==> config.mk <==
export PLATFORM = sky130hd
export DESIGN_NAME = fpstack_ctl
export DESIGN_NICKNAME = d
export VERILOG_FILES = /design/src/rtl/fpstack_pkg.sv /design/src/rtl/fpstack_arb.sv /design/src/rtl/fpstack_ptr_tags.sv /design/src/rtl/fpstack_status.sv /design/src/rtl/fpstack_ctl.sv
export SDC_FILE = /design/constraint.sdc
export NUM_CORES = 1
export LEC_CHECK = 0
export CORE_MARGIN = 2
export CORE_UTILIZATION = 49
export CTS_BUF_LIST = sky130_fd_sc_hd__clkbuf_4
export CTS_CLUSTER_SIZE = 20
export DETAILED_ROUTE_END_ITERATION = 8
export PLACE_DENSITY = 0.91
export SETUP_SLACK_MARGIN = 0.5
export SLEW_MARGIN = 20
export SYNTH_ARGS = -nofsm -noshare
export SYNTH_HDL_FRONTEND = slang
export SYNTH_SLANG_ARGS = --single-unit
export TNS_END_PERCENT = 10
==> constraint.sdc <==
create_clock -name clk -period 5.8 [get_ports clk]
set_input_delay 0.87 -clock clk [delete_from_list [all_inputs] [get_ports clk]]
set_output_delay 0.87 -clock clk [all_outputs]
set_load 0.02 [all_outputs]
==> src/rtl/fpstack_pkg.sv <==
package fpstack_pkg;

   localparam int OP_W     = 4;
   localparam int N_OPS    = 10;
   localparam int EXC_W    = 6;
   localparam int SW_W     = 16;
   localparam int TOP_LSB  = 11;
   localparam int TOP_W    = 3;
   localparam int SUM_BIT  = 7;
   localparam int BUSY_BIT = 15;

   localparam logic [SW_W-1:0] KEEP_ON_CLR  = 16'h7F00;
   localparam logic [SW_W-1:0] COND_ALL     = 16'h4700;
   localparam logic [SW_W-1:0] COND_CMP     = 16'h4500;
   localparam logic [SW_W-1:0] TOP_FIELD    = 16'h3800;

   // Encoding order equals priority order: a lower value wins.
   typedef enum logic [OP_W-1:0] {
      OP_NONE  = 4'd0,
      OP_INIT  = 4'd1,
      OP_PUSH  = 4'd2,
      OP_POP   = 4'd3,
      OP_INCP  = 4'd4,
      OP_DECP  = 4'd5,
      OP_FREE  = 4'd6,
      OP_CLRX  = 4'd7,
      OP_RAISE = 4'd8,
      OP_WRCW  = 4'd9,
      OP_CMP   = 4'd10
   } op_e;

   function automatic logic [SW_W-1:0] cmp_code(input logic [1:0] rel);
      logic [SW_W-1:0] c;
      unique case (rel)
         2'b00:   c = 16'h0100;
         2'b01:   c = 16'h4000;
         2'b10:   c = 16'h0000;
         default: c = 16'h4500;
      endcase
      return c;
   endfunction

endpackage

==> src/rtl/fpstack_arb.sv <==
module fpstack_arb
   import fpstack_pkg::*;
#(
   parameter int NREQ = N_OPS
) (
   input  logic [NREQ-1:0] req,
   output op_e             sel
);

   if (NREQ != N_OPS) begin : g_bad_nreq
      $error("fpstack_arb: NREQ must match the command set");
   end

   // req[0] has the highest priority; scanning downward lets it win.
   always_comb begin
      sel = OP_NONE;
      for (int i = NREQ - 1; i >= 0; i--) begin
         if (req[i]) sel = op_e'(OP_W'(i + 1));
      end
   end

endmodule

==> src/rtl/fpstack_ptr_tags.sv <==
module fpstack_ptr_tags
   import fpstack_pkg::*;
#(
   parameter int DEPTH = 8,
   localparam int PTR_W = $clog2(DEPTH)
) (
   input  logic             clk,
   input  logic             rst_n,
   input  op_e              sel,
   input  logic [PTR_W-1:0] free_sel,
   output logic [PTR_W-1:0] ptr_q,
   output logic [DEPTH-1:0] tags_q
);

   logic [PTR_W-1:0] ptr_dn;
   logic [PTR_W-1:0] ptr_up;
   logic [PTR_W-1:0] free_pos;

   assign ptr_dn   = ptr_q - PTR_W'(1);
   assign ptr_up   = ptr_q + PTR_W'(1);
   assign free_pos = ptr_q + free_sel;

   always_ff @(posedge clk or negedge rst_n) begin
      if (!rst_n) begin
         ptr_q <= '0;
      end else begin
         unique case (sel)
            OP_INIT:          ptr_q <= '0;
            OP_PUSH, OP_DECP: ptr_q <= ptr_dn;
            OP_POP,  OP_INCP: ptr_q <= ptr_up;
            default:          ptr_q <= ptr_q;
         endcase
      end
   end

   for (genvar g = 0; g < DEPTH; g++) begin : g_tag
      logic hit_new, hit_old, hit_free;
      assign hit_new  = (ptr_dn   == PTR_W'(g));
      assign hit_old  = (ptr_q    == PTR_W'(g));
      assign hit_free = (free_pos == PTR_W'(g));

      always_ff @(posedge clk or negedge rst_n) begin
         if (!rst_n) begin
            tags_q[g] <= 1'b1;
         end else begin
            unique case (sel)
               OP_INIT: tags_q[g] <= 1'b1;
               OP_PUSH: if (hit_new)  tags_q[g] <= 1'b0;
               OP_POP:  if (hit_old)  tags_q[g] <= 1'b1;
               OP_FREE: if (hit_free) tags_q[g] <= 1'b1;
               default: tags_q[g] <= tags_q[g];
            endcase
         end
      end
   end

   AST_INIT_CLEARS: assert property (@(posedge clk) disable iff (!rst_n)
      (sel == OP_INIT) |=> (ptr_q == '0) && (&tags_q));
   AST_PUSH_MOVES: assert property (@(posedge clk) disable iff (!rst_n)
      (sel == OP_PUSH) |=> (ptr_q == $past(ptr_q) - PTR_W'(1)) && !tags_q[ptr_q]);
   AST_POP_MOVES: assert property (@(posedge clk) disable iff (!rst_n)
      (sel == OP_POP) |=> (ptr_q == $past(ptr_q) + PTR_W'(1)) && tags_q[$past(ptr_q)]);
   AST_STEP_KEEPS_TAGS: assert property (@(posedge clk) disable iff (!rst_n)
      (sel == OP_INCP || sel == OP_DECP) |=> $stable(tags_q));
   AST_FREE_MARKS: assert property (@(posedge clk) disable iff (!rst_n)
      (sel == OP_FREE) |=> tags_q[$past(free_pos)] && $stable(ptr_q));

endmodule

==> src/rtl/fpstack_status.sv <==
module fpstack_status
   import fpstack_pkg::*;
#(
   parameter logic [SW_W-1:0] INIT_CW = 16'h037F,
   parameter int              PTR_W   = 3
) (
   input  logic             clk,
   input  logic             rst_n,
   input  op_e              sel,
   input  logic [EXC_W-1:0] exc_flags,
   input  logic [SW_W-1:0]  ctrl_in,
   input  logic [1:0]       cmp_rel,
   input  logic             cmd_wait,
   input  logic [PTR_W-1:0] ptr,
   output logic [SW_W-1:0]  stat_word,
   output logic [SW_W-1:0]  ctrl_word,
   output logic             err_req
);

   if (PTR_W > TOP_W) begin : g_bad_ptr
      $error("fpstack_status: pointer does not fit the status field");
   end

   logic [SW_W-1:0] st_q;
   logic [SW_W-1:0] cw_q;
   logic            unmasked;
   logic [SW_W-1:0] raise_bits;

   assign unmasked   = |(exc_flags & ~cw_q[EXC_W-1:0]);
   assign raise_bits = SW_W'(exc_flags)
                     | (unmasked ? ((SW_W'(1) << SUM_BIT) | (SW_W'(1) << BUSY_BIT)) : '0);

   always_ff @(posedge clk or negedge rst_n) begin
      if (!rst_n) begin
         st_q <= '0;
         cw_q <= INIT_CW;
      end else begin
         unique case (sel)
            OP_INIT: begin
               st_q <= '0;
               cw_q <= INIT_CW;
            end
            OP_INCP, OP_DECP: st_q <= st_q & ~COND_ALL;
            OP_CLRX:          st_q <= st_q & KEEP_ON_CLR;
            OP_RAISE:         st_q <= st_q | raise_bits;
            OP_WRCW:          cw_q <= ctrl_in;
            OP_CMP:           st_q <= (st_q & ~COND_CMP) | cmp_code(cmp_rel);
            default:          st_q <= st_q;
         endcase
      end
   end

   assign stat_word = (st_q & ~TOP_FIELD) | (SW_W'(ptr) << TOP_LSB);
   assign ctrl_word = cw_q;
   assign err_req   = cmd_wait & st_q[SUM_BIT];

   AST_CLRX_KEEPS: assert property (@(posedge clk) disable iff (!rst_n)
      (sel == OP_CLRX) |=> ((st_q & ~KEEP_ON_CLR) == '0)
                           && ((st_q & KEEP_ON_CLR) == ($past(st_q) & KEEP_ON_CLR)));
   AST_RAISE_SUMMARY: assert property (@(posedge clk) disable iff (!rst_n)
      (sel == OP_RAISE && unmasked) |=> st_q[SUM_BIT] && st_q[BUSY_BIT]);
   AST_RAISE_MASKED: assert property (@(posedge clk) disable iff (!rst_n)
      (sel == OP_RAISE && !unmasked) |=> $stable(st_q[SUM_BIT]) && $stable(st_q[BUSY_BIT]));
   AST_CMP_OTHERS: assert property (@(posedge clk) disable iff (!rst_n)
      (sel == OP_CMP) |=> ((st_q & ~COND_CMP) == ($past(st_q) & ~COND_CMP)));
   AST_STEP_CLEARS: assert property (@(posedge clk) disable iff (!rst_n)
      (sel == OP_INCP || sel == OP_DECP) |=> ((st_q & COND_ALL) == '0));
   AST_CW_LOAD: assert property (@(posedge clk) disable iff (!rst_n)
      (sel == OP_WRCW) |=> (cw_q == $past(ctrl_in)));
   AST_WAIT_QUIET: assert property (@(posedge clk) disable iff (!rst_n)
      (cmd_wait && sel == OP_NONE) |=> $stable(st_q) && $stable(cw_q));

endmodule

==> src/rtl/fpstack_ctl.sv <==
module fpstack_ctl
   import fpstack_pkg::*;
#(
   parameter int              DEPTH   = 8,
   parameter logic [SW_W-1:0] INIT_CW = 16'h037F,
   localparam int             PTR_W   = $clog2(DEPTH)
) (
   input  logic             clk,
   input  logic             rst_n,
   input  logic             cmd_init,
   input  logic             cmd_push,
   input  logic             cmd_pop,
   input  logic             cmd_inc,
   input  logic             cmd_dec,
   input  logic             cmd_free,
   input  logic [PTR_W-1:0] free_sel,
   input  logic             cmd_clr_exc,
   input  logic             cmd_raise,
   input  logic [EXC_W-1:0] exc_flags,
   input  logic             cmd_ld_ctrl,
   input  logic [SW_W-1:0]  ctrl_in,
   input  logic             cmd_cmp,
   input  logic [1:0]       cmp_rel,
   input  logic             cmd_wait,
   output logic [SW_W-1:0]  stat_word,
   output logic [SW_W-1:0]  ctrl_word,
   output logic [DEPTH-1:0] tag_empty,
   output logic [PTR_W-1:0] top_ptr,
   output logic             err_req
);

   if (DEPTH < 2 || DEPTH > (1 << TOP_W) || (DEPTH & (DEPTH - 1)) != 0) begin : g_bad_depth
      $error("fpstack_ctl: DEPTH must be a power of two from 2 to 8");
   end

   logic [N_OPS-1:0] req;
   op_e              sel;

   // Bit position is priority rank, 0 highest.
   assign req = {cmd_cmp, cmd_ld_ctrl, cmd_raise, cmd_clr_exc, cmd_free,
                 cmd_dec, cmd_inc, cmd_pop, cmd_push, cmd_init};

   fpstack_arb #(.NREQ(N_OPS)) u_arb (
      .req (req),
      .sel (sel)
   );

   fpstack_ptr_tags #(.DEPTH(DEPTH)) u_ptr_tags (
      .clk      (clk),
      .rst_n    (rst_n),
      .sel      (sel),
      .free_sel (free_sel),
      .ptr_q    (top_ptr),
      .tags_q   (tag_empty)
   );

   fpstack_status #(.INIT_CW(INIT_CW), .PTR_W(PTR_W)) u_status (
      .clk       (clk),
      .rst_n     (rst_n),
      .sel       (sel),
      .exc_flags (exc_flags),
      .ctrl_in   (ctrl_in),
      .cmp_rel   (cmp_rel),
      .cmd_wait  (cmd_wait),
      .ptr       (top_ptr),
      .stat_word (stat_word),
      .ctrl_word (ctrl_word),
      .err_req   (err_req)
   );

   AST_INIT_WINS: assert property (@(posedge clk) disable iff (!rst_n)
      cmd_init |-> (sel == OP_INIT));
   AST_PUSH_OVER_POP: assert property (@(posedge clk) disable iff (!rst_n)
      (cmd_push && !cmd_init) |-> (sel == OP_PUSH));
   AST_TOP_FIELD: assert property (@(posedge clk) disable iff (!rst_n)
      stat_word[TOP_LSB +: TOP_W] == TOP_W'(top_ptr));

endmodule

# ---- Word level (Yosys, flattened, before mapping)
# Index checks and enable logic that the tools add are counted.
# Widths: inputs -> output; s select.
dict set report word_totals {
  reg_bits 43
  out_inout_bits 44
  elab_cells 155
}
dict set report op_classes {
  add_sub_neg 3
  n_eq_ne 57
  mux 48
  bitwise_logic 9
  n_reduce_logical 25
}
# operator count
set ops {}
lappend ops {{$pmux 16 s5} 1}
lappend ops {{$ne 2x1->1 const B} 24}
lappend ops {{$pmux 15 s3} 1}
lappend ops {{$mux 4} 10}
lappend ops {{$eq 3x3->1 const B} 12}
lappend ops {{$mux 16} 2}
lappend ops {{$or 16x16->16} 2}
lappend ops {{$pmux 1 s4} 8}
lappend ops {{$pmux 16 s2} 1}
lappend ops {{$reduce_and 4->1} 8}
lappend ops {{$mux 1} 24}
lappend ops {{$eq 3x2->1 const B} 6}
lappend ops {{$eq 4x3->1 const B} 4}
lappend ops {{$or 16x14->16} 1}
lappend ops {{$or 6x16->16} 1}
lappend ops {{$eq 4x4->1 const B} 3}
lappend ops {{$reduce_bool 4->1} 3}
lappend ops {{$eq 3x1->1 const B} 3}
lappend ops {{$logic_not 3->1} 3}
lappend ops {{$pmux 3 s3} 1}
lappend ops {{$eq 4x2->1 const B} 2}
lappend ops {{$and 6x6->6} 1}
lappend ops {{$not 6->6} 1}
lappend ops {{$reduce_bool 3->1} 2}
lappend ops {{14 further kinds} 18}

# ---- Logic depth before layout (Yosys ltp)
# Gate-level depths: netlist (run 1).
dict set report logic_depth {
  word_depth 14
  ltp_mapped 8
  depth_no_buf 8
}

# ---- Cells and area by module
# A second synthesis (run 1) with hierarchy kept.
dict set report hier_totals {
  cells_unflattened 273
  hier_area_um2 2638.8
}
# mod instances cells_per_inst area_each_um2 seq_area_each_um2
set modules_own_cells {}
lappend modules_own_cells {fpstack_status 1 147 1502.7 686.9}
lappend modules_own_cells {fpstack_ptr_tags 1 111 1037.2 285.3}
lappend modules_own_cells {fpstack_arb 1 15 98.8 0.0}

# ---- Worst setup path after synthesis (run 1)
# Ideal clock, no wire load.
dict set report synth_path {
  path_type {input-to-reg}
  startpoint {input port free_sel[0]}
  endpoint {register u_ptr_tags.tags_q[0]}
  setup_ns 0.079
  t_arrival_ns 2.518
  required_time_ns 5.721
  path_slack_ns 3.203
  stages 7
  n_path_buf 0
  cell_sequence {ha_1 -> fa_1 -> xnor2_1 -> xnor2_2 -> a2111oi_0 -> o21ai_0 -> a22o_1}
}
dict set report synth_between {
  elab_chain_cells 4
}
# element line_no
set synth_lines {}
lappend synth_lines {{from (decl)} fpstack_ctl.sv:16} ;# input logic [PTR_W-1:0] free_sel,
lappend synth_lines {{$add 3x3->3} fpstack_ptr_tags.sv:21} ;# assign free_pos = ptr_q + free_sel;
lappend synth_lines {{$logic_not 3->1} fpstack_ptr_tags.sv:40} ;# assign hit_free = (free_pos == PTR_W'(g));
lappend synth_lines {{$ne 2x1->1 (no source line)} --}
lappend synth_lines {{$reduce_and 4->1 (no source line)} --}
lappend synth_lines {{to (signal, indexed assignment)} fpstack_ptr_tags.sv:51} ;# default: tags_q[g] <= tags_q[g];
lappend synth_lines {{to (decl)} fpstack_ptr_tags.sv:12} ;# output logic [DEPTH-1:0] tags_q
# No other way between the ends.
# A chain may end at the register's enable or synchronous reset.

# ---- Worst setup path in the final report (run 1)
# Same ends and word-level chain as after synthesis.

==> results of run 1 <==
## routing by layer
| metal | vias up | global-route usage [%] | wire, µm | share of wire (%) |
|---|---|---|---|---|
| met4 | 0 | 6.499 | 62 | 1.1 |
| met3 | 6 | 4.782 | 445 | 7.7 |
| met5 | - | 0 | 0 | 0 |
| met2 | 98 | 36.21 | 2766 | 48 |
| li1 | 982 | - | - | - |
| met1 | 969 | 32.32 | 2490 | 43 |
## registers in the layout, indices dropped and copies added, names as in the netlist
signal,count
u_ptr_tags.tags_q,8
u_status.st_q,11
u_status.ctrl_word,16
u_ptr_tags.ptr_q,3
## through the flow
step                hold WS [ns]  setup slack (ns)  std cells  utilization (%)
detailed placement        0.4777             2.580        351            69.60
CTS                       0.4954             2.891        359            71.41
global placement          0.4733             2.693        351            69.60
global route              0.5182             2.766        359            71.41
finish                    0.4974             2.895        359            71.41
floorplan                 0.5176             3.203        230                -
## how the worst max path moves through the flow
stage / start / end / slack [ns] / cells after the start
after detailed placement: free_sel[0] / u_ptr_tags.tags_q[0] / 2.58 / 8
after global routing: free_sel[0] / u_ptr_tags.tags_q[0] / 2.77 / 8
after floorplan: free_sel[0] / u_ptr_tags.tags_q[0] / 3.20 / 7
after CTS: cmd_wait / err_req / 2.89 / 3
after global placement: cmd_pop / u_status.ctrl_word[7] / 2.69 / 5
final: free_sel[0] / u_ptr_tags.tags_q[0] / 2.89 / 8
## cell type report
type,count,area (µm²),area share [%]
Multi-Input combinational cell,165,1131,36.38
Tap cell,52,65.06,2.093
Sequential cell,38,972.2,31.27
Timing Repair Buffer,81,805.8,25.92
Inverter,15,56.30,1.811
Clock inverter,2,33.78,1.087
Clock buffer,6,45.04,1.449
## synth_stat cells, types with 2 or more instances
master	instances	share of area (%)
a211oi_1	2	0.68
a21oi_1	17	3.8
a221o_1	2	0.90
a22o_1	9	3.5
a311oi_1	2	0.79
a31o_2	3	1.2
a31oi_1	2	0.56
buf_2	3	0.68
buf_4	5	1.7
clkbuf_1	4	0.68
dfrtp_1	21	24
dfstp_2	17	20
ha_1	11	6.2
inv_1	15	2.5
nand2_1	11	1.9
nand2b_1	3	0.84
nand3_1	5	1.1
nand3b_1	2	0.68
nor2_1	23	3.9
nor2b_1	5	1.4
nor3_1	4	0.90
nor4_1	3	0.84
o211ai_1	2	0.68
o21a_1	3	1.0
o21ai_0	8	1.8
o21ai_1	2	0.45
o21ba_2	2	0.90
o22a_1	9	3.5
o22ai_1	4	1.1
or2_2	4	1.1
or3_1	2	0.56
xnor2_1	3	1.2
## kinds of logic (layout without fill, tap and decap cells)
| logic type | count (synthesis) | count (layout) |
|---|---|---|
| other | 1 | 2 |
| and+or+nand+nor | 68 | 68 |
| adders and majority gates | 12 | 12 |
| AOI/OAI and AO/OA | 79 | 79 |
| DFF | 38 | 38 |
| xor gates and xnor gates | 4 | 4 |
| buffers and inverters | 27 | 104 |
## cells in the final DEF (no fill, tap or decap), types with 3 or more instances in the layout
master           netlist  final
or2_2                  4      4
clkdlybuf4s50_1        0     80
ha_1                  11     11
o21ai_0                8      8
xnor2_1                3      3
nand2b_1               3      3
nand3_1                5      5
nor3_1                 4      4
clkbuf_4               0      6
o22a_1                 9      9
o22ai_1                4      4
a31o_2                 3      3
dfrtp_1               21     21
nor2_1                23     23
dfstp_2               17     17
a21oi_1               17     17
inv_1                 15     15
nor2b_1                5      5
nand2_1               11     11
a22o_1                 9      9
o21a_1                 3      3
nor4_1                 3      3
## where the power goes
| group | internal, mW | switching, mW |
|---|---|---|
| Sequential | 0.278 | 0.0120 |
| Combinational | 0.0812 | 0.0957 |
| Clock | 0.0944 | 0.0896 |
| Total | 0.454 | 0.197 |
==> key figures, run 1 <==
Global routing
  – Initial antenna violation count: 0
  – Total GRT Usage: 22.97%
  – First-pass GRT wire length: 9.197 mm
  – Largest net degree at the start of global routing: 39
  – Vias in the first global route: 1901
  – Total grt overflow: 0

Hold path
  – Worst Hold End: u_ptr_tags.tags_q[7]
  – HP Class: reg -> reg
  – Hold path startpoint: u_ptr_tags.tags_q[7]
  – Hold depth: 1

Floorplanning
  – Core area: 4354 µm²
  – Die H: 71.36 µm
  – Die width: 71.36 µm
  – I/O Pins: 84
  – FP Rows: 24
  – Initial Util: 51.06%
  – Die area: 5092 µm²

Worst setup path
  – CP startpoint kind: input port
  – Type of destination of the critical path: register
  – CP max stage cell: a2111oi_0
  – Worst R2R End: u_ptr_tags.tags_q[0]
  – Reg2reg path depth: 7
  – Critical path arrival: 3.20 ns
  – CP top delay family: compound AO/OA/AOI/OAI gates
  – WS Path Type: in -> reg
  – CP required: 6.10 ns
  – WP buf/inv: 1
  – Reg2reg start: u_ptr_tags.ptr_q[0]
  – Largest stage delay on the critical path: 0.44 ns
  – Crit-path max FO: 7
  – Crit-path cells: clkdlybuf4s50_1, ha_1, fa_1, xnor2_1, xnor2_2, a2111oi_0, o21ai_0, a22o_1
  – Register-to-Register Setup Slack: 3.32 ns

Clock network
  – CTS tree: done
  – Post-CTS Resized: 0
  – Root Buffer: clkbuf_4
  – Num CTS Buffers: 5
  – Clk_lat worst skew: 0.35 ns
  – Num Clock Sinks: 38
  – H-tree levels: 2
  – Post-CTS Setup Bufs: 0
  – Hold_buf cts: 0
  – Clock transition at path regs: 0.13 ns
  – Max Root-Sink Buffers: 2

STA
  – RSZ-0062 raised after global routing: no
  – Count of final hold-check violations: 0
  – Fin crit share: 50.09%
  – Fmax: 344.2 MHz
  – Post-route setup TNS: 0 ns
  – Max Slew Vio Count: 0
  – Minimum clock period: 2.905 ns
  – Rel. slew slack: 45.00%
  – Worst Tran Pin Value: 0.8251 ns
  – Clk_skew: 0.01866 ns
  – # setup viols final: 0

Logic synthesis
  – Number of synthesized register bits: 38
  – Post-Synth Adder-Cell Area: 7.091%
  – Synth Area in Compound Gates: 26.34%
  – Post-synth EDFFs: 0
  – Mux share of post-synthesis cell area: 0%
  – Gate Count Post-Synth: 229
  – Largest family of logic cells by synthesized area: compound AO/OA/AOI/OAI gates
  – Register area share after synthesis: 43.73%
  – Post-synthesis cell type count: 53
  – Mapped cell area: 2223 µm²
  – Ys flop type: dfrtp_1
  – Asr flop ratio synth: 100.0%
  – Synth Area in XOR/XNOR: 1.913%
  – Ys Warns: 0
  – Post-synthesis average cell area: 9.709 µm²
  – Simple logic cell fraction of the synthesized area: 15.19%

Placed design
  – GP Congestion: 0.9502
  – Placed Area: 3030 µm²
  – Post-DP HPWL: 4.358 mm
  – PortBufs: 81

Drt
  – Detailed Route WL: 5.766 mm
  – Vias per cell: 5.724
  – First-pass DRT Iterations: 5
  – WL/cell: 16.06 µm
  – Initial drt markers: 81
  – DR vias: 2055
  – Routed Antenna Nets: 0
  – DRC Markers: 0

Status
  – Status: completed

Cells and area
  – Layout area overhead: 39.84%
  – Diodes inserted: 0
  – Layout cells sized above 1: 13.03%
  – Fin area: 3109 µm²
  – Fillers: 335
  – Final net count: 358

Job
  – Max Cap Viol: 0

Power and ir drop
  – Power density over the cells: 209.4 nW/µm²
  – Peak VDD IR: 106.9 µV
  – Leakage: 1.283 nW
  – Total power draw: 0.6510 mW
No activity file was read; power rests on OpenSTA's default activity.
==> run 2, diff against run 1 <==
- CORE_UTILIZATION: 49 -> 41
- PLACE_DENSITY: 0.91 -> 0.81
- clock period: 5.8 -> 2.5 ns (I/O delays scaled with it)
==> run 2 against run 1 <==
Net effect: routed wire length rose by 6.2%; clock skew rose by 0.0036 ns; clock power rose by 72%; via count rose by 5.0%; critical path type is now reg -> reg; sequential power rose by 130%.
==> key figures, run 2 (synthesized netlist as in run 1, its figures left out) <==
Global routing
  – Vias in the first global route: 2065 (+8.6%)
  – Total GRT Usage: 20.93% (-2.0 points)
  – Initial antenna violation count: 0 (unchanged)
  – Total grt overflow: 0 (unchanged)
  – First-pass GRT wire length: 10.06 mm (+9.4%)
  – Largest net degree at the start of global routing: 39 (unchanged)

Floorplanning
  – FP Rows: 26 (+8.3%)
  – Die H: 77.64 µm (+8.8%)
  – Initial Util: 42.98% (-8.1 points)
  – Core area: 5172 µm² (+19%)
  – Die width: 77.64 µm (+8.8%)
  – I/O Pins: 84 (unchanged)
  – Die area: 6028 µm² (+18%)

Power and ir drop
  – Power density over the cells: 443.3 nW/µm² (+110%)
  – Total power draw: 1.462 mW (+120%)
  – Leakage: 1.363 nW (+6.2%)
  – Peak VDD IR: 197.9 µV (+85%)

Clock network
  – Hold_buf cts: 0 (unchanged)
  – H-tree levels: 2 (unchanged)
  – Root Buffer: clkbuf_4
  – Num CTS Buffers: 5 (unchanged)
  – Max Root-Sink Buffers: 2 (unchanged)
  – Clock transition at path regs: 0.14 ns (about the same)
  – Clk_lat worst skew: 0.35 ns (about the same)
  – Num Clock Sinks: 38 (unchanged)
  – CTS tree: done

STA
  – Count of final hold-check violations: 0 (unchanged)
  – Max Slew Vio Count: 0 (unchanged)
  – # setup viols final: 0 (unchanged)
  – Rel. slew slack: 44.21% (-0.79 points)
  – Minimum clock period: 2.082 ns
  – RSZ-0062 raised after global routing: yes
  – Worst Tran Pin Value: 0.8369 ns (+0.01181 ns)
  – Fmax: 480.3 MHz
  – Fin crit share: 83.27%
  – WHS: 0.09246 ns (-0.4050 ns)
  – Clk_skew: 0.02228 ns (+0.003620 ns)

Worst setup path
  – Largest stage delay on the critical path: 0.45 ns (about the same)
  – Critical path arrival: 2.38 ns (-0.82 ns)
  – CP max stage cell: dfrtp_2
  – Crit-path cells: ha_4, fa_2, xnor2_2, xnor2_2, a2111oi_2, o21ai_1, nand3_1, a22o_1
  – Crit-path max FO: 5 (-2)
  – CP startpoint kind: register
  – Type of destination of the critical path: register
  – WS Path Type: reg -> reg
  – Most frequent CP cell: xnor2_2
  – CP required: 2.80 ns (-3.30 ns)

Cells and area
  – Commonest non-fill, non-tap cell in the layout: clkdlybuf4s50_1
  – Fillers: 429 (+28%)
  – Layout area overhead: 48.34%
  – Layout cells sized above 1: 20.37% (+7.3 points)
  – Commonest cells after routing, fill and taps aside: clkdlybuf4s50_1 (79), nor2_1 (23), dfrtp_1 (20)
  – Diodes inserted: 0 (unchanged)
  – Max reg flops: 16 (unchanged)
  – Final net count: 375 (+4.7%)

Drt
  – First-pass DRT Iterations: 4 (-1)
  – WL/cell: 15.54 µm (-3.3%)
  – Vias per cell: 5.475 (-4.4%)
  – Detailed Route WL: 6.121 mm (+6.2%)
  – DR vias: 2157 (+5.0%)
  – Routed Antenna Nets: 0 (unchanged)
  – DRC Markers: 0 (unchanged)
  – Initial drt markers: 139 (+72%)

Status
  – Status: completed

Placed design
  – PortBufs: 81 (unchanged)
  – GP Congestion: 0.9407 (-1.0%)
  – Post-DP HPWL: 4.652 mm (+6.8%)

Job
  – Max Cap Viol: 0 (unchanged)

Hold path
  – HP Class: in -> async
[run 2: cell types whose count changed in the layout (fill, tap and decap cells not counted), sizes merged]
cell / delta
dlygate4sd2: +1
clkinv: +1
clkbuf: -1
clkinvlp: +1
bufinv: -1
clkdlybuf4s50: -1
buf: +17
[run 2: worst max-delay path: cells and delay by family (launching register included)]
kind	cells	cell delay [ns]
compound gates	3	0.53
fa+ha+maj	2	0.51
flops	1	0.45
xor+xnor	2	0.44
simple gates	1	0.10
[run 2: final timing paths]
check | start | end | slack, ns | cells after the start
worst max-delay path | u_ptr_tags.ptr_q[0] | u_ptr_tags.tags_q[0] | 0.42 | 8
worst min-delay path | rst_n | u_ptr_tags.ptr_q[0] | 0.09 | 1
worst max register to register | u_ptr_tags.ptr_q[0] | u_ptr_tags.tags_q[0] | 0.42 | 8
worst min register to register | u_ptr_tags.tags_q[7] | u_ptr_tags.tags_q[7] | 0.49 | 1
max in group asynchronous | rst_n | u_status.st_q[15] | 1.84 | 1
min in group clk | u_ptr_tags.tags_q[7] | u_ptr_tags.tags_q[7] | 0.49 | 1
[run 2: cell type report]
cell class	count	area (µm²)	area share, %
Clock inverter	3	16.27	0.4932
Tap cell	70	87.58	2.656
Timing Repair Buffer	98	932.1	28.26
Inverter	15	56.30	1.707
Clock buffer	5	37.54	1.138
Sequential cell	38	973.4	29.51
Multi-Input combinational cell	165	1195	36.23
[run 2: metrics by stage]
| stage | util, % | cell area, µm² | std cells | TNS, ns | setup WS, ns |
|---|---|---|---|---|---|
| after global placement | 61.49 | 3181 | 382 | 0 | 0.01307 |
| after detailed placement | 61.49 | 3181 | 382 | -0.06269 | -0.04469 |
| after floorplan | - | 2257 | 230 | 0 | 0.3941 |
| after CTS | 63.14 | 3266 | 392 | 0 | 0.4293 |
| final | 63.76 | 3298 | 394 | 0 | 0.4181 |
| after global routing | 63.76 | 3298 | 394 | 0 | 0.3133 |
[run 2: what timing repair did]
action                                  in CTS  in global routing
endpoints found under the setup margin      24                 35
gates resized for setup                      4                  3
pin swaps                                    3                  3
buffers inserted                             2                  2
[run 2: routing by layer]
metal | routed length [µm] | part of all wire, % | vias to the layer above | track usage, %
met2 | 2863 | 47 | 114 | 33.88
met5 | 0 | 0 | - | 0
li1 | - | - | 1015 | -
met3 | 529 | 8.6 | 9 | 4.186
met4 | 80 | 1.3 | 0 | 6.071
met1 | 2647 | 43 | 1019 | 28.42
[run 2: where the power goes]
part / switching (mW) / total (mW) / leakage (nW) / internal [mW]
registers: 0.0257 / 0.671 / 0.468 / 0.646
clock network: 0.212 / 0.317 / 0.0286 / 0.105
logic: 0.246 / 0.474 / 0.867 / 0.227
==> run 3, diff against run 2 <==
- CORE_UTILIZATION: 41 -> 46
- PLACE_DENSITY: 0.81 -> 0.86
- clock period: 2.5 -> 2.1 ns (I/O delays scaled with it)
==> run 3 against run 2 <==
Net effect: power rose by 24%; sequential power rose by 18%; via count grew 4.1%; non-clock buffer count rose by 22; hold slack worse by 0.076 ns; clock skew shrank 0.0056 ns; clock-buffer cell count unchanged; routed wire length up 7.3%; worst setup slack got worse by 0.40 ns; final area grew 9.3%; critical path depth unchanged; critical endpoint unchanged; highest routed layer unchanged.
==> key figures, run 3 (synthesized netlist as in run 1, its figures left out) <==
Worst setup path
  – Register-to-Register Setup Slack: 0.01 ns (-0.40 ns)
  – Worst R2R End: u_ptr_tags.tags_q[0]
  – Type of destination of the critical path: register
  – Critical path arrival: 2.39 ns (about the same)
  – Crit-path max FO: 4 (-1)
  – CP startpoint kind: register
  – CP required: 2.40 ns (-0.40 ns)
  – Reg2reg path depth: 8 (unchanged)
  – Reg2reg start: u_ptr_tags.ptr_q[0]
  – WS Path Type: reg -> reg

Global routing
  – First-pass GRT wire length: 9.873 mm (-1.9%)
  – Vias in the first global route: 2163 (+4.7%)
  – Total GRT Usage: 23.68% (+2.7 points)
  – Initial antenna violation count: 0 (unchanged)
  – Total grt overflow: 0 (unchanged)
  – Largest net degree at the start of global routing: 38 (-2.6%)

Cells and area
  – Multi-input gate area: 1275 µm² (+6.7%)
  – Final net count: 397 (+5.9%)
  – Commonest non-fill, non-tap cell in the layout: dlymetal6s2s_1
  – Fillers: 307 (-28%)
  – Layout area overhead: 62.07%
  – Diodes inserted: 0 (unchanged)
  – Post-layout util: 76.80% (+13 points)
  – Max reg flops: 16 (unchanged)
  – Reg area: 974.7 µm² (+0.13%)
  – Layout cells sized above 1: 32.08% (+12 points)
  – Commonest cells after routing, fill and taps aside: dlymetal6s2s_1 (41), buf_4 (38), clkdlybuf4s50_1 (29)

Clock network
  – Max Root-Sink Buffers: 2 (unchanged)
  – Root Buffer: clkbuf_4
  – Hold_buf cts: 0 (unchanged)
  – CTS tree: done
  – H-tree levels: 2 (unchanged)
  – Num Clock Sinks: 38 (unchanged)
  – Num CTS Buffers: 5 (unchanged)
  – Clk_lat worst skew: 0.36 ns (about the same)
  – Clock transition at path regs: 0.13 ns (about the same)

Placed design
  – Post-DP HPWL: 4.722 mm (+1.5%)
  – GP Congestion: 0.9606 (+2.1%)
  – PortBufs: 81 (unchanged)

STA
  – Count of final hold-check violations: 0 (unchanged)
  – RSZ-0062 raised after global routing: yes
  – # setup viols final: 0 (unchanged)
  – Fin crit share: 99.31% (+16 points)
  – Worst Tran Pin Value: 0.8051 ns (-0.03180 ns)
  – WHS: 0.01681 ns (-0.07565 ns)
  – Max Slew Vio Count: 0 (unchanged)
  – Rel. slew slack: 46.33% (+2.1 points)
  – Fmax: 479.5 MHz (-0.18%)
  – Minimum clock period: 2.086 ns (+0.003679 ns)
  – Clk_skew: 0.01669 ns (-0.005588 ns)

Drt
  – DR vias: 2246 (+4.1%)
  – Routed Antenna Nets: 0 (unchanged)
  – WL/cell: 16.42 µm (+5.7%)
  – Initial drt markers: 132 (-5.0%)
  – First-pass DRT Iterations: 5 (+1)
  – DRC Markers: 0 (unchanged)
  – Vias per cell: 5.615 (+2.6%)
  – Detailed Route WL: 6.567 mm (+7.3%)

Floorplanning
  – Die H: 73.52 µm (-5.3%)
  – I/O Pins: 84 (unchanged)
  – FP Rows: 25 (-3.8%)
  – Die width: 73.52 µm (-5.3%)
  – Die area: 5405 µm² (-10%)
  – Initial Util: 47.39% (+4.4 points)
  – Core area: 4692 µm² (-9.3%)

Power and ir drop
  – Power density over the cells: 503.9 nW/µm² (+14%)
  – Leakage: 1.932 nW (+42%)
  – Peak VDD IR: 328.8 µV (+66%)

Hold path
  – HP Class: in -> async

Status
  – Status: completed

Job
  – Max Cap Viol: 0 (unchanged)
-- run 3: cell types whose count changed in the layout (fill, tap and decap cells not counted), sizes merged --
| cell | change |
|---|---|
| clkdlybuf4s50 | -50 |
| dlymetal6s2s | +41 |
| buf | +22 |
| clkbuf | +7 |
| clkdlybuf4s15 | +1 |
| dlygate4sd2 | +1 |
-- run 3: how the worst max path moves through the flow --
| stage | depth (start not counted) | to | start | slack [ns] |
|---|---|---|---|---|
| after CTS | 8 | u_ptr_tags.tags_q[0] | u_ptr_tags.ptr_q[0] | 0.05 |
| after global routing | 8 | u_ptr_tags.tags_q[2] | u_ptr_tags.ptr_q[0] | -0.05 |
| final | 8 | u_ptr_tags.tags_q[0] | u_ptr_tags.ptr_q[0] | 0.01 |
| after floorplan | 7 | u_ptr_tags.tags_q[0] | u_ptr_tags.ptr_q[0] | -0.006 |
| after global placement | 10 | u_ptr_tags.tags_q[7] | free_sel[0] | -0.28 |
| after detailed placement | 8 | u_ptr_tags.tags_q[0] | free_sel[0] | -0.41 |
-- run 3: final cells by class --
cell class              count  area share [%]
flip-flops and latches     38           27.05
multi-input cells         165           35.38
well taps                  54           1.875
inverters                  15           1.562
clock buffers               5           1.042
repair buffers            120           32.64
clock inverters             3          0.4514
-- run 3: timing repair --
| item | in CTS | in global routing |
|---|---|---|
| resized for setup | 23 | 71 |
| pin swaps | 9 | 10 |
| setup endpoints to repair | 79 | 76 |
| buffers inserted | 2 | 1 |
| endpoints found under the hold margin | 0 | 0 |
-- run 3: metrics by stage --
stage | std cells | TNS, ns | area (µm²) | total power, mW | setup WS, ns
floorplan | 230 | -0.005805 | 2257 | 1.104 | -0.005805
global placement | 389 | -4.559 | 3346 | 1.384 | -0.2773
detailed placement | 389 | -5.741 | 3346 | 1.394 | -0.4060
CTS | 399 | 0 | 3462 | 1.802 | 0.04794
global route | 400 | -0.1131 | 3603 | 1.911 | -0.04957
finish | 400 | 0 | 3603 | 1.816 | 0.01446
-- run 3: worst max-delay path, cell delays in order, from the launching register on --
cell and delay [ns]:
dfrtp_2 0.45, ha_4 0.16, fa_2 0.35, xnor2_2 0.15
xnor2_2 0.28, a2111oi_2 0.12, o21ai_1 0.21, nand3_1 0.12
a22o_1 0.19
-- run 3: metal layers --
metal	global-route usage (%)	part of all wire [%]
met1	32.23	44
met2	37.40	48
met3	4.801	6.6
met4	8.485	1.9
met5	0	0
-- run 3: report_power, final --
group / total (mW) / switching [mW] / internal (mW)
Sequential: 0.792 / 0.0232 / 0.769
Clock: 0.378 / 0.253 / 0.125
Combinational: 0.645 / 0.332 / 0.314
Total: 1.82 / 0.608 / 1.21
